[src/rtl/decr_pkg.sv]
package decr_pkg;
  localparam int CNT_W   = 32;
  localparam int REG_W   = 32;

  typedef struct packed {
    logic load;
    logic decrement;
    logic reload;
    logic expire;
  } decr_strobe_t;
endpackage

[src/rtl/decr_datapath.sv]
module decr_datapath
  import decr_pkg::*;
#(
  parameter int W = CNT_W
) (
  input  logic         clk,
  input  logic         rstN,
  input  decr_strobe_t strb,
  input  logic [W-1:0] cntWrData,
  input  logic         reloadWrEn,
  input  logic [W-1:0] reloadWrData,
  output logic [W-1:0] countOut,
  output logic [W-1:0] reloadOut,
  output logic         countIsZero,
  output logic         countIsOne,
  output logic         reloadIsZero
);
  localparam logic [W-1:0] ONE = W'(1);

  logic [W-1:0] countReg;
  logic [W-1:0] reloadReg;

  always_ff @(posedge clk) begin
    if (!rstN) begin
      countReg <= '0;
    end else if (strb.load) begin
      countReg <= cntWrData;
    end else if (strb.reload) begin
      countReg <= reloadReg;
    end else if (strb.decrement) begin
      countReg <= countReg - ONE;
    end
  end

  always_ff @(posedge clk) begin
    if (!rstN) begin
      reloadReg <= '0;
    end else if (reloadWrEn) begin
      reloadReg <= reloadWrData;
    end
  end

  assign countOut     = countReg;
  assign reloadOut    = reloadReg;
  assign countIsZero  = (countReg == '0);
  assign countIsOne   = (countReg == ONE);
  assign reloadIsZero = (reloadReg == '0);

  // a resting counter stays at zero unless software loads it
  a_r5_rest_at_zero: assert property (@(posedge clk) disable iff (!rstN)
    (countIsZero && !strb.load) |=> countIsZero);

  // software load wins over every other update
  a_r8_load_priority: assert property (@(posedge clk) disable iff (!rstN)
    strb.load |=> (countOut == $past(cntWrData)));

  // a reload is never requested from an empty reload register
  a_r4_no_zero_reload: assert property (@(posedge clk) disable iff (!rstN)
    strb.reload |-> !reloadIsZero);

  // reload takes the stored reload value
  a_r4_reload_value: assert property (@(posedge clk) disable iff (!rstN)
    strb.reload |=> (countOut == $past(reloadReg)));

  // expiry without reload leaves the count at zero
  a_r5_expire_to_zero: assert property (@(posedge clk) disable iff (!rstN)
    (strb.expire && !strb.reload) |=> countIsZero);
endmodule

[src/rtl/decr_control.sv]
module decr_control
  import decr_pkg::*;
#(
  parameter int RW          = REG_W,
  parameter int IRQ_EN_BIT  = 26,
  parameter int AUTO_BIT    = 22,
  parameter int STAT_BIT    = 27
) (
  input  logic          clk,
  input  logic          rstN,
  input  logic          tickEn,
  input  logic          cntWrEn,
  input  logic          ctrlWrEn,
  input  logic [RW-1:0] ctrlWrData,
  input  logic          statWrEn,
  input  logic [RW-1:0] statWrData,
  input  logic          countIsZero,
  input  logic          countIsOne,
  input  logic          reloadIsZero,
  output decr_strobe_t  strb,
  output logic [RW-1:0] ctrlOut,
  output logic [RW-1:0] statusOut,
  output logic          irqOut
);
  localparam logic [RW-1:0] CTRL_MASK = (RW'(1) << IRQ_EN_BIT) | (RW'(1) << AUTO_BIT);
  localparam logic [RW-1:0] STAT_MASK = RW'(1) << STAT_BIT;

  logic irqEnReg;
  logic autoReg;
  logic statReg;
  logic clearReq;

  always_comb begin
    strb.load      = cntWrEn;
    strb.expire    = tickEn && countIsOne && !cntWrEn;
    strb.reload    = strb.expire && autoReg && !reloadIsZero;
    strb.decrement = tickEn && !countIsZero && !cntWrEn && !strb.reload;
  end

  assign clearReq = statWrEn && statWrData[STAT_BIT];

  always_ff @(posedge clk) begin
    if (!rstN) begin
      irqEnReg <= 1'b0;
      autoReg  <= 1'b0;
    end else if (ctrlWrEn) begin
      irqEnReg <= ctrlWrData[IRQ_EN_BIT];
      autoReg  <= ctrlWrData[AUTO_BIT];
    end
  end

  always_ff @(posedge clk) begin
    if (!rstN) begin
      statReg <= 1'b0;
    end else if (strb.expire) begin
      statReg <= 1'b1;
    end else if (clearReq) begin
      statReg <= 1'b0;
    end
  end

  always_comb begin
    ctrlOut             = '0;
    ctrlOut[IRQ_EN_BIT] = irqEnReg;
    ctrlOut[AUTO_BIT]   = autoReg;
    statusOut           = '0;
    statusOut[STAT_BIT] = statReg;
  end

  assign irqOut = statReg && irqEnReg;

  // an expiry is recorded in the status word
  a_r3_expire_sets_status: assert property (@(posedge clk) disable iff (!rstN)
    strb.expire |=> statusOut[STAT_BIT]);

  // status only rises after an expiry
  a_r3_status_cause: assert property (@(posedge clk) disable iff (!rstN)
    $rose(statusOut[STAT_BIT]) |-> $past(strb.expire));

  // a matching clear without a new expiry empties the status
  a_r7_w1c: assert property (@(posedge clk) disable iff (!rstN)
    (statWrEn && ((statWrData & STAT_MASK) != '0) && !strb.expire) |=> (statusOut == '0));

  // only the defined control bits are kept
  a_r9_ctrl_mask: assert property (@(posedge clk) disable iff (!rstN)
    ctrlWrEn |=> (ctrlOut == ($past(ctrlWrData) & CTRL_MASK)));

  // no interrupt while disabled
  a_r6_irq_gate: assert property (@(posedge clk) disable iff (!rstN)
    !ctrlOut[IRQ_EN_BIT] |-> !irqOut);

  // no expiry in a cycle that carries a software load
  a_r8_no_expire_on_load: assert property (@(posedge clk) disable iff (!rstN)
    strb.load |-> !strb.expire);
endmodule

[src/rtl/reload_decrementer.sv]
module reload_decrementer
  import decr_pkg::*;
#(
  parameter int W          = CNT_W,
  parameter int RW         = REG_W,
  parameter int IRQ_EN_BIT = 26,
  parameter int AUTO_BIT   = 22,
  parameter int STAT_BIT   = 27
) (
  input  logic          clk,
  input  logic          rstN,
  input  logic          tickEn,
  input  logic          cntWrEn,
  input  logic [W-1:0]  cntWrData,
  input  logic          reloadWrEn,
  input  logic [W-1:0]  reloadWrData,
  input  logic          ctrlWrEn,
  input  logic [RW-1:0] ctrlWrData,
  input  logic          statWrEn,
  input  logic [RW-1:0] statWrData,
  output logic [W-1:0]  countOut,
  output logic [W-1:0]  reloadOut,
  output logic [RW-1:0] ctrlOut,
  output logic [RW-1:0] statusOut,
  output logic          irqOut
);
  decr_strobe_t strb;
  logic countIsZero;
  logic countIsOne;
  logic reloadIsZero;

  decr_control #(
    .RW(RW), .IRQ_EN_BIT(IRQ_EN_BIT), .AUTO_BIT(AUTO_BIT), .STAT_BIT(STAT_BIT)
  ) u_ctrl (
    .clk(clk), .rstN(rstN), .tickEn(tickEn), .cntWrEn(cntWrEn),
    .ctrlWrEn(ctrlWrEn), .ctrlWrData(ctrlWrData),
    .statWrEn(statWrEn), .statWrData(statWrData),
    .countIsZero(countIsZero), .countIsOne(countIsOne), .reloadIsZero(reloadIsZero),
    .strb(strb), .ctrlOut(ctrlOut), .statusOut(statusOut), .irqOut(irqOut)
  );

  decr_datapath #(.W(W)) u_dp (
    .clk(clk), .rstN(rstN), .strb(strb), .cntWrData(cntWrData),
    .reloadWrEn(reloadWrEn), .reloadWrData(reloadWrData),
    .countOut(countOut), .reloadOut(reloadOut),
    .countIsZero(countIsZero), .countIsOne(countIsOne), .reloadIsZero(reloadIsZero)
  );

  // a plain tick on a nonzero count lowers it by one
  a_r2_step: assert property (@(posedge clk) disable iff (!rstN)
    (tickEn && !cntWrEn && (countOut > W'(1))) |=> (countOut == $past(countOut) - W'(1)));

  // without tick or write the count holds
  a_r2_hold: assert property (@(posedge clk) disable iff (!rstN)
    (!tickEn && !cntWrEn) |=> $stable(countOut));
endmodule

[config.mk]
export PLATFORM = sky130hd
export DESIGN_NAME = reload_decrementer
export DESIGN_NICKNAME = d
export VERILOG_FILES = /design/src/rtl/decr_pkg.sv /design/src/rtl/decr_datapath.sv /design/src/rtl/decr_control.sv /design/src/rtl/reload_decrementer.sv
export SDC_FILE = /design/constraint.sdc
export NUM_CORES = 1
export LEC_CHECK = 0
export CAP_MARGIN = 0
export CELL_PAD_IN_SITES_DETAIL_PLACEMENT = 1
export CELL_PAD_IN_SITES_GLOBAL_PLACEMENT = 1
export CORE_AREA = 2 2 102 104
export DETAILED_ROUTE_END_ITERATION = 16
export DIE_AREA = 0 0 104 106
export DONT_BUFFER_PORTS = 1
export PLACE_DENSITY = 0.73
export SYNTH_ARGS = -nofsm -noshare
export SYNTH_HDL_FRONTEND = slang
export SYNTH_SLANG_ARGS = --single-unit
export TNS_END_PERCENT = 5
[constraint.sdc]
create_clock -name clk -period 5.67 [get_ports clk]
set_clock_uncertainty 0.15 [all_clocks]
set_input_delay 0.567 -clock clk [delete_from_list [all_inputs] [get_ports clk]]
set_output_delay 0.567 -clock clk [all_outputs]
set_load 0.01 [all_outputs]
[After elaboration in Yosys (flattened, before gate mapping)]
Cells that the tools add are included.
Word-level totals
  flip-flop bits (word level): 67
  input bits: 135
  output and inout bits: 129
Cells by class
  add/subtract/negate cells: 1
  equal/unequal tests: 1
  muxes and demuxes: 5
  reduce and logical (&&, ||, !) cells: 17
Operator list (count)
  $mux 32: 3
  $logic_not 32->1: 2
  $eq 32x1->1 const B: 1
  $sub 32x1->32 const B: 1
  $logic_and 1x1->1: 9
  $logic_not 1->1: 4
  $reduce_bool 3->1: 1
  $mux 1: 2
  $reduce_bool 2->1: 1

[Logic depth before layout (Yosys ltp)]
Gate-level depths: netlist of the first run.
  word-level depth: 10
  mapped depth: 10
  mapped depth without buffers: 8

[By module]
From an unflattened synthesis of the first run, not the netlist that was laid out.
Second synthesis, totals
  cell total of the unflattened synthesis: 515
  area, all modules: 4304.1 µm²
By module, submodules not included
  decr_datapath: times used 1, cells an instance 435, area an instance 3657.3 µm²
  decr_control: times used 1, cells an instance 80, area an instance 646.9 µm²

[Worst setup path after synthesis of the first run]
OpenSTA, ideal clock, no wires.
  path type: reg-to-reg
  start point: register u_dp.countReg[27], in the netlist u_dp.countOut[27]
  end point: register u_dp.countReg[16], in the netlist u_dp.countOut[16]
  library setup time: 132 ps
  arrival time: 2597 ps
  required time: 5388 ps
  slack: 2790 ps
  stages on the path, launching flop included: 10
  buffers on the path: 3
  period minus slack after synthesis: 2880 ps
  path through: dfxtp_1 or4_2 or4_1 buf_2 nand4bb_1 buf_6 nor2_8 buf_4 mux2i_1 a21oi_1
Between the ends
  cells in the longest elaborated chain, start to end: 8
Ends and longest elaborated chain
  start, declared: line decr_datapath.sv:20  | logic [W-1:0] countReg;
  start signal, assigned: line decr_datapath.sv:27  | countReg <= cntWrData;
  start signal, assigned: line decr_datapath.sv:29  | countReg <= reloadReg;
  start signal, assigned: line decr_datapath.sv:31  | countReg <= countReg - ONE;
  $eq 32x1->1: line decr_datapath.sv:46  | assign countIsOne = (countReg == ONE);
  $logic_and 1x1->1 (2 in series): line decr_control.sv:35  | strb.expire = tickEn && countIsOne && !cntWrEn;
  $logic_and 1x1->1 (2 in series): line decr_control.sv:36  | strb.reload = strb.expire && autoReg && !reloadIsZero;
  $logic_not 1->1: line decr_control.sv:37  | strb.decrement = tickEn && !countIsZero && !cntWrEn && !strb.reload;
  $logic_and 1x1->1: line decr_control.sv:37
  $reduce_bool 3->1 (no source line)
Parallel ways exist; a longest one is shown, timed or not.
A chain may end at the register's enable or synchronous reset.

[Worst setup path after layout of the first run]
  start point: register u_dp.countReg[16], in the netlist u_dp.countOut[16]
  end point: register u_dp.countReg[20], in the netlist u_dp.countOut[20]
Between the ends
  cells in the longest elaborated chain, start to end: 8
Ends and longest elaborated chain
  parallel branches: the longest is 8 deep, another holds $sub 32x1->32
Parallel ways; which one is timed is not known. The select of a mux whose other input is x is not followed.

==> impl_metrics.json, run 1 <==
{
  "status": "finished clean",
  "final_cell_mix": "67 x dfxtp_1, 61 x conb_1, 50 x mux2i_1",
  "required_ps": 5780,
  "yosys_warnings": 0,
  "drc": 0,
  "pre_cts_ws_ps": 1700,
  "synth_top_family_by_area": "simple AND/OR/NAND/NOR gates",
  "layout_setup_ws_ps": 1650,
  "vdd_drop_max_mv": 0.131,
  "cellPowerDensity_mw_per_mm2": 294,
  "instances_no_fill": 582,
  "portBuffers": 0,
  "clkTransAtPathRegs_ps": 80,
  "final-setup-viol-count": 0,
  "syn-instance-count": 462,
  "setup_tns_ps": 0,
  "placed_cells": 567,
  "dr_wl_met3_um": 1110,
  "antenna_found_initial": 0,
  "gp_congestion": 0.831,
  "crit_fanout": 28,
  "grt_usage_pct": 21.3,
  "slew_headroom_pct": 42.3,
  "cts_buffer_depth": 2,
  "diodes": 0,
  "total_power_mw": 1.18,
  "grt_pass1_wl_um": 18400,
  "dr_wl_met2_um": 5790,
  "avgSynthCellArea_sq_um": 8.70,
  "synth-simple-area-share_pct": 20.1,
  "dieArea_sq_mm": 0.0110,
  "nNetsFinal": 579,
  "final_cell_area_sq_mm": 0.00401,
  "synthAdderAreaFrac_pct": 0.623,
  "cts_resized": 0,
  "postCtsHoldBufs": 0,
  "die_w_um": 104,
  "rsz0062_at_grt": "false",
  "cp-end-kind": "register",
  "syn_to_final_growth_pct": -0.218,
  "avgViaCountPerCell": 5.56,
  "fillers": 1192,
  "dp.final_hpwl_um": 8640,
  "synth-compound-area-share_pct": 11.4,
  "final_common_cell": "dfxtp_1",
  "final_core_util_pct": 40.1,
  "synthMuxAreaShare_pct": 12.5,
  "postCtsSetupBuffers": 0,
  "synth_area_sq_mm": 0.00402,
  "top_layer": "met4",
  "netlist-cell-type-count": 48,
  "clock_latency_ps": 360,
  "start_util_pct": 40.2,
  "core_area_sq_mm": 0.0100,
  "arrival_ps": 4130,
  "power.leakage_nw": 1.54,
  "wirelength_um": 11800,
  "synthFlopType": "dfxtp_1",
  "die_h_um": 106,
  "met1Wirelength_um": 4750,
  "critPathLaunchType": "register",
  "cts_made_buffers": 9,
  "via_count": 3234,
  "routedWlPerCell_um": 20.3,
  "clock-sinks": 67,
  "slew_viol_final": 0,
  "row_count": 37,
  "yosysSeqAreaShare_pct": 33.4,
  "criticalPathCategory": "register to register",
  "drt_iter0_markers": 122,
  "fin_crit_sh_pct": 70.9,
  "synth_enable_flop_cells": 0,
  "holdWs_ps": 177,
  "cts_tree": "built",
  "h-tree-depth": 3,
  "placed_area_sq_mm": 0.00380,
  "boundaryPins": 264,
  "worst_slew_pin_slew_ps": 864,
  "ant_nets": 0,
  "max_freq_mhz": 249,
  "cts_root_buf": "clkbuf_8",
  "grt_overflow": 0,
  "ys_async_sr_fraction_pct": 0,
  "synthXorXnorAreaFrac_pct": 6.10,
  "hold_path.class": "input pin to register",
  "drv_cap": 0,
  "final-hold-violation-count": 0,
  "layout-drive-gt1-share_pct": 6.05,
  "drt_pass1_iterations": 4,
  "grt_max_degree": 42,
  "grt_pass1_vias": 3168,
  "layout_min_cycle_time_ps": 4020,
  "ys_ff_latch": 67
}
-- report_power, final --
group	total, mW	internal [mW]	switching [mW]
clock	0.448	0.246	0.202
combinational	0.160	0.0648	0.0954
sequential	0.572	0.502	0.0696
total	1.18	0.813	0.367
-- state kept, by name (all words and copies together), names as in the netlist --
name             count
u_ctrl.statReg       1
u_dp.countOut       32
u_ctrl.autoReg       1
u_dp.reloadOut      32
u_ctrl.irqEnReg      1
-- final cells by class --
| class | count | area [sq um] | share of cell area [%] |
|---|---|---|---|
| clock inverters | 6 | 88.8 | 2.22 |
| flip-flops and latches | 67 | 1340 | 33.5 |
| well taps | 136 | 170 | 4.24 |
| repair buffers | 1 | 7.51 | 0.187 |
| clock buffers | 9 | 124 | 3.09 |
| inverters | 4 | 15.0 | 0.375 |
| multi-input cells | 359 | 2260 | 56.4 |
-- worst max-delay path: stages (launching register included) --
cell	delay, ps
dfxtp_1	450
or4_4	630
or4_1	670
nand4bb_1	710
nor2_8	700
nor2_1	290
a211oi_1	310
-- routing by layer --
metal,vias up,track usage [%]
li1,1502,-
met1,1558,25.3
met2,160,36.1
met3,14,7.66
met4,0,6.37
met5,-,0
-- Yosys cell counts (3+ instances only) --
cell type  instances  area [sq um]
a211oi_1           6          45.0
a21oi_1           19          95.1
buf_1              4          15.0
buf_2              4          20.0
buf_4             65           488
clkbuf_1          15          56.3
dfxtp_1           67          1340
inv_1              3          11.3
mux2i_1           50           500
nand2_1           25          93.8
nand3_1           14          70.1
nand4_1           13          81.3
nor2_1            46           173
nor3_1            14          70.1
nor4_1            18           113
o211ai_1           8          60.1
o21ai_0            8          40.0
o221ai_1          15           131
or4_1              7          52.6
xnor2_1           17           149
xor2_1            11          96.3
-- worst paths after layout --
path,startpoint,to,slack [ps],cells past startpoint
max,u_dp.countOut[16],u_dp.countOut[20],1650,6
max reg2reg,u_dp.countOut[16],u_dp.countOut[20],1650,6
min,rstN,u_dp.countOut[12],180,2
min reg2reg,u_ctrl.statReg,u_ctrl.statReg,390,2
-- cells by family (layout without fill, tap and decap cells) --
group / after synthesis / count (layout)
buf+inv: 96 / 20
compound gates: 64 / 64
xor+xnor: 28 / 28
fa+ha+maj: 2 / 2
flops: 67 / 67
simple gates: 154 / 154
mux: 50 / 50
other cells: 1 / 61
No activity file was read; power rests on OpenSTA's default activity.
==> inputs of run 2 (changes only) <==
- CORE_AREA: 2 2 102 104 -> not set
- CORE_ASPECT_RATIO: not set -> 1.2
- CORE_MARGIN: not set -> 2
- CORE_UTILIZATION: not set -> 40
- DIE_AREA: 0 0 104 106 -> not set
- PLACE_DENSITY: 0.73 -> 0.75
- clock period: 5.67 -> 3.3 ns (I/O delays scaled with it)
==> impl_metrics.json, run 2 (synthesized netlist as in run 1, its figures left out) <==
{
  "start_util_pct": 40.5,
  "regToRegStartpoint": "u_dp.countOut[30]",
  "crit_fanout": 10,
  "swShare_pct": 29.4,
  "clkTransAtPathRegs_ps": 60,
  "critPathLaunchType": "register",
  "syn_to_final_growth_pct": 11.2,
  "layout_min_cycle_time_ps": 3070,
  "cellPowerDensity_mw_per_mm2": 507,
  "worst_r2r_path_depth": 8,
  "portBuffers": 0,
  "dieArea_sq_mm": 0.0109,
  "drt_pass1_iterations": 4,
  "crit_family": "simple AND/OR/NAND/NOR gates",
  "power.leakage_nw": 1.77,
  "p_int_mw": 1.60,
  "diodes": 0,
  "placed_area_sq_mm": 0.00392,
  "worst_slew_pin_slew_ps": 907,
  "grt_max_degree": 38,
  "switching_power_mw": 0.666,
  "cp_num_buf_inv": 2,
  "layout-drive-gt1-share_pct": 9.22,
  "ant_nets": 0,
  "slew_viol_final": 0,
  "gp_congestion": 0.855,
  "cts_tree": "built",
  "drc": 0,
  "final_cell_mix": "67 x dfxtp_1, 61 x conb_1, 50 x mux2i_1",
  "setup_tns_ps": 0,
  "core_area_sq_mm": 0.00991,
  "avgViaCountPerCell": 5.54,
  "rsz0062_at_grt": "false",
  "grt_pass1_wl_um": 18700,
  "grt_pass1_vias": 3434,
  "antenna_found_initial": 0,
  "required_ps": 3330,
  "clock-sinks": 67,
  "cp.depth": 8,
  "arrival_ps": 3100,
  "cp-end-kind": "register",
  "max_freq_mhz": 326,
  "min_from": "rstN",
  "nNetsFinal": 620,
  "cts_made_buffers": 9,
  "boundaryPins": 264,
  "wirelength_um": 12200,
  "h-tree-depth": 3,
  "grt_overflow": 0,
  "final_cell_area_sq_mm": 0.00447,
  "final-hold-violation-count": 0,
  "drv_cap": 0,
  "hold_path.class": "input pin to register",
  "fin_crit_sh_pct": 92.9,
  "die_w_um": 95.5,
  "cts_root_buf": "clkbuf_16",
  "fillers": 1167,
  "routedWlPerCell_um": 19.9,
  "dp.final_hpwl_um": 8950,
  "drt_iter0_markers": 137,
  "status": "finished clean",
  "worst_path_max_delay_cell": "or4_2",
  "criticalPathCategory": "register to register",
  "power_frac_comb_pct": 15.0,
  "grt_usage_pct": 22.8,
  "clock_latency_ps": 330,
  "crit_top_cell": "buf_4",
  "min_path_cells": 2,
  "via_count": 3403,
  "cp_cell_sequence": "or4_2, or4_1, nand4bb_1, buf_4, nor2_8, buf_4, mux2i_1, a21oi_1",
  "row_count": 40,
  "final-setup-viol-count": 0,
  "holdPathEnd": "u_dp.countOut[22]",
  "cts_buffer_depth": 2,
  "max_stage_delay_ps": 690,
  "seq_power_share_pct": 42.8,
  "vdd_drop_max_mv": 0.260,
  "slew_headroom_pct": 39.3,
  "regToRegSetupSlack_ps": 230,
  "reg2reg_to": "u_dp.countOut[4]",
  "die_h_um": 114,
  "clockPowerShare_pct": 42.1,
  "final_common_cell": "dfxtp_1"
}
run 2: area by class of cell:
| type | instances | area [sq um] | share of cell area (%) |
|---|---|---|---|
| multi-input combinational | 359 | 2260 | 50.6 |
| clock inverter | 6 | 63.8 | 1.43 |
| inverter | 4 | 15.0 | 0.336 |
| timing repair buffer | 42 | 398 | 8.91 |
| sequential | 67 | 1340 | 30.0 |
| tap | 126 | 158 | 3.53 |
| clock buffer | 10 | 229 | 5.13 |
run 2: worst max path at each step:
stage                     slack, ps         startpoint                 to
final                           230  u_dp.countOut[30]   u_dp.countOut[4]
after floorplan                 420  u_dp.countOut[27]  u_dp.countOut[16]
after global placement          230  u_dp.countOut[30]  u_dp.countOut[15]
after global routing            110  u_dp.countOut[30]   u_dp.countOut[4]
after CTS                       140  u_dp.countOut[30]   u_dp.countOut[1]
after detailed placement        200  u_dp.countOut[30]   u_dp.countOut[1]
run 2: layer usage:
metal | up-vias | wire length [um] | track usage [%]
met5 | - | 0 | 0
met4 | 0 | 251 | 8.00
met3 | 23 | 1070 | 8.52
met2 | 155 | 6190 | 39.1
met1 | 1631 | 4690 | 25.7
li1 | 1594 | - | -
run 2: worst reg2reg max path, cell delays in order (launching register included):
cell and delay (ps):
dfxtp_1 370, or4_2 690, or4_1 550, nand4bb_1 210, buf_4 210, nor2_8 210, buf_4 220, mux2i_1 220
a21oi_1 90
run 2: timing repair:
action | CTS | global route
setup endpoints to repair | 0 | 7
endpoints found under the hold margin | 38 | 1
setup buffers | 0 | 1
hold buffers | 22 | 1
gates resized for setup | 0 | 1
run 2: power groups by stage:
stage / sequential [mW] / combinational [mW] / clock [mW]
final: 0.969 / 0.340 / 0.953
after global routing: 0.979 / 0.381 / 1.03
after CTS: 0.970 / 0.336 / 0.974
after detailed placement: 0.988 / 0.307 / 0
after global placement: 0.986 / 0.297 / 0
after floorplan: 0.961 / 0.309 / 0
run 2: stage by stage:
stage	util, %	hold slack [ps]	cells	setup WS, ps	power [mW]
finish	45.1	9.10	614	233	2.26
global route	45.1	1.26	614	111	2.39
CTS	44.8	0.638	612	141	2.28
detailed placement	39.6	294	574	197	1.30
global placement	39.6	293	574	231	1.28
floorplan	-	295	522	420	1.27
==> inputs of run 3 (changes only) <==
- ABC_AREA: not set -> 1
- CORE_UTILIZATION: 40 -> 38
==> impl_metrics.json, run 3 <==
{
  "routedWlPerCell_um": 18.3,
  "synth_enable_flop_cells": 0,
  "cts_buffer_depth": 2,
  "clock_latency_ps": 340,
  "yosysTopAreaCellShare_pct": 28.2,
  "ys_async_sr_fraction_pct": 0,
  "final_core_util_pct": 42.8,
  "h-tree-depth": 3,
  "via_count": 4807,
  "grt_overflow": 0,
  "final_cell_area_sq_mm": 0.00520,
  "grt_pass1_wl_um": 26800,
  "cp-end-kind": "register",
  "regToRegStartpoint": "u_dp.countOut[0]",
  "arrival_ps": 2830,
  "postCtsSetupBuffers": 0,
  "cts_tree": "built",
  "holdPathEnd": "u_ctrl.irqEnReg",
  "antenna_found_initial": 1,
  "netlist-cell-type-count": 32,
  "row_count": 44,
  "syn_to_final_growth_pct": 9.31,
  "start_util_pct": 39.1,
  "grt_max_degree": 38,
  "diodes": 0,
  "drt_iter0_markers": 278,
  "pre_cts_ws_ps": 526,
  "vdd_drop_max_mv": 0.210,
  "worst_path_max_delay_cell": "dfxtp_1",
  "synth_top_area_cell": "dfxtp_1",
  "criticalPathCategory": "register to register",
  "fillers": 1669,
  "syn-instance-count": 768,
  "crit_family": "simple AND/OR/NAND/NOR gates",
  "min_from": "ctrlWrData[26]",
  "critPathLaunchType": "register",
  "cts_made_buffers": 9,
  "worst_r2r_path_depth": 12,
  "fin_crit_sh_pct": 83.4,
  "slew_viol_final": 0,
  "layout_min_cycle_time_ps": 2750,
  "rsz0062_at_grt": "false",
  "nNetsFinal": 914,
  "grt_usage_pct": 25.7,
  "boundaryPins": 264,
  "cts_resized": 0,
  "ys_ff_latch": 67,
  "slew_headroom_pct": 45.5,
  "synth_area_sq_mm": 0.00476,
  "drt_pass1_iterations": 4,
  "min_path_cells": 2,
  "yosysSeqAreaShare_pct": 28.2,
  "total_power_mw": 2.61,
  "avgSynthCellArea_sq_um": 6.20,
  "crit_top_cell": "inv_1",
  "core_area_sq_mm": 0.0122,
  "final-setup-viol-count": 0,
  "synthTopCellsByArea": "dfxtp_1 28%, nand2_1 13%, buf_4 11%",
  "drc": 0,
  "grt_pass1_vias": 5024,
  "wirelength_um": 17200,
  "yosysMostFrequentCell": "nand2_1",
  "dp.final_hpwl_um": 13000,
  "cp_num_buf_inv": 4,
  "required_ps": 3380,
  "cellPowerDensity_mw_per_mm2": 501,
  "placed_area_sq_mm": 0.00464,
  "drv_cap": 0,
  "synth_common_cells": "162 x nand2_1, 130 x nor2_1, 69 x buf_4, 67 x dfxtp_1, 66 x inv_1",
  "regToRegSetupSlack_ps": 550,
  "clock-sinks": 67,
  "layout-drive-gt1-share_pct": 8.82,
  "ant_nets": 0,
  "status": "finished clean",
  "layout_setup_ws_ps": 547,
  "die_h_um": 127,
  "worst_slew_pin_slew_ps": 811,
  "final_common_cell": "nand2_1",
  "placed_cells": 905,
  "crit_fanout": 25,
  "instances_no_fill": 943,
  "portBuffers": 0,
  "max_stage_delay_ps": 390,
  "setup_tns_ps": 0,
  "cp_cell_sequence": "inv_1, ha_1, nand2_2, nor2_4, nand2_1, o21ai_2, nand3_4, buf_4, o21ai_1, inv_1, nand2_1, inv_1",
  "synthFlopType": "dfxtp_1",
  "cts_root_buf": "clkbuf_16",
  "die_w_um": 106,
  "postCtsHoldBufs": 22,
  "max_freq_mhz": 363,
  "clkTransAtPathRegs_ps": 60,
  "gp_congestion": 0.902,
  "final_cell_mix": "162 x nand2_1, 130 x nor2_1, 67 x dfxtp_1",
  "power.leakage_nw": 2.53,
  "final-hold-violation-count": 0,
  "avgViaCountPerCell": 5.10,
  "hold_path.class": "input pin to register",
  "holdWs_ps": 10.6,
  "dieArea_sq_mm": 0.0134,
  "reg2reg_to": "u_dp.countOut[12]",
  "yosys_warnings": 0
}
run 3: cell types whose count changed after synthesis, moves of 19 or more:
cell | previous run | this run
nand2_1 | 25 | 162
o21ai_0 | 8 | 51
nand3_1 | 14 | 58
mux2i_1 | 50 | 0
nor2_1 | 46 | 130
inv_1 | 3 | 66
a21oi_1 | 19 | 38
run 3: logic make-up after synthesis:
logic type               synth area share [%]
AO/OA/AOI/OAI                            11.7
AND/OR/NAND/NOR                          37.0
adder cells (fa/ha/maj)                 0.526
other                                  0.0788
flip-flops                               28.2
buffers and inverters                    19.4
XOR/XNOR                                 3.13
run 3: cell type report:
type	instances	area, sq um	area share [%]
repair buffers	35	328	6.30
clock buffers	9	225	4.33
inverters	74	278	5.34
clock inverters	7	108	2.07
well taps	161	201	3.87
flip-flops and latches	67	1340	25.8
multi-input cells	590	2720	52.3
run 3: worst max-delay path by stage:
stage | from | end | slack, ps | cells after the start
2_1_floorplan | u_dp.countOut[0] | u_dp.countOut[4] | 1260 | 10
5_1_grt | u_dp.countOut[0] | u_dp.countOut[31] | 310 | 10
4_1_cts | u_dp.countOut[0] | u_dp.countOut[12] | 510 | 12
3_3_place_gp | u_dp.countOut[0] | u_dp.countOut[3] | 600 | 12
6_report | u_dp.countOut[0] | u_dp.countOut[12] | 550 | 12
3_5_place_dp | u_dp.countOut[0] | u_dp.countOut[8] | 530 | 10
run 3: routing by layer:
layer / vias up / GRT usage, % / routed length, um
met2: 171 / 47.4 / 8880
met4: 2 / 6.66 / 237
met5: - / 0 / 8
met3: 22 / 7.35 / 1410
met1: 2282 / 28.9 / 6710
li1: 2330 / - / -
run 3: report_power, final:
group,switching (mW),leakage [nW],internal [mW]
combinational,0.340,1.81,0.179
sequential,0.130,0.556,0.872
clock,0.408,0.160,0.678
total,0.878,2.53,1.73
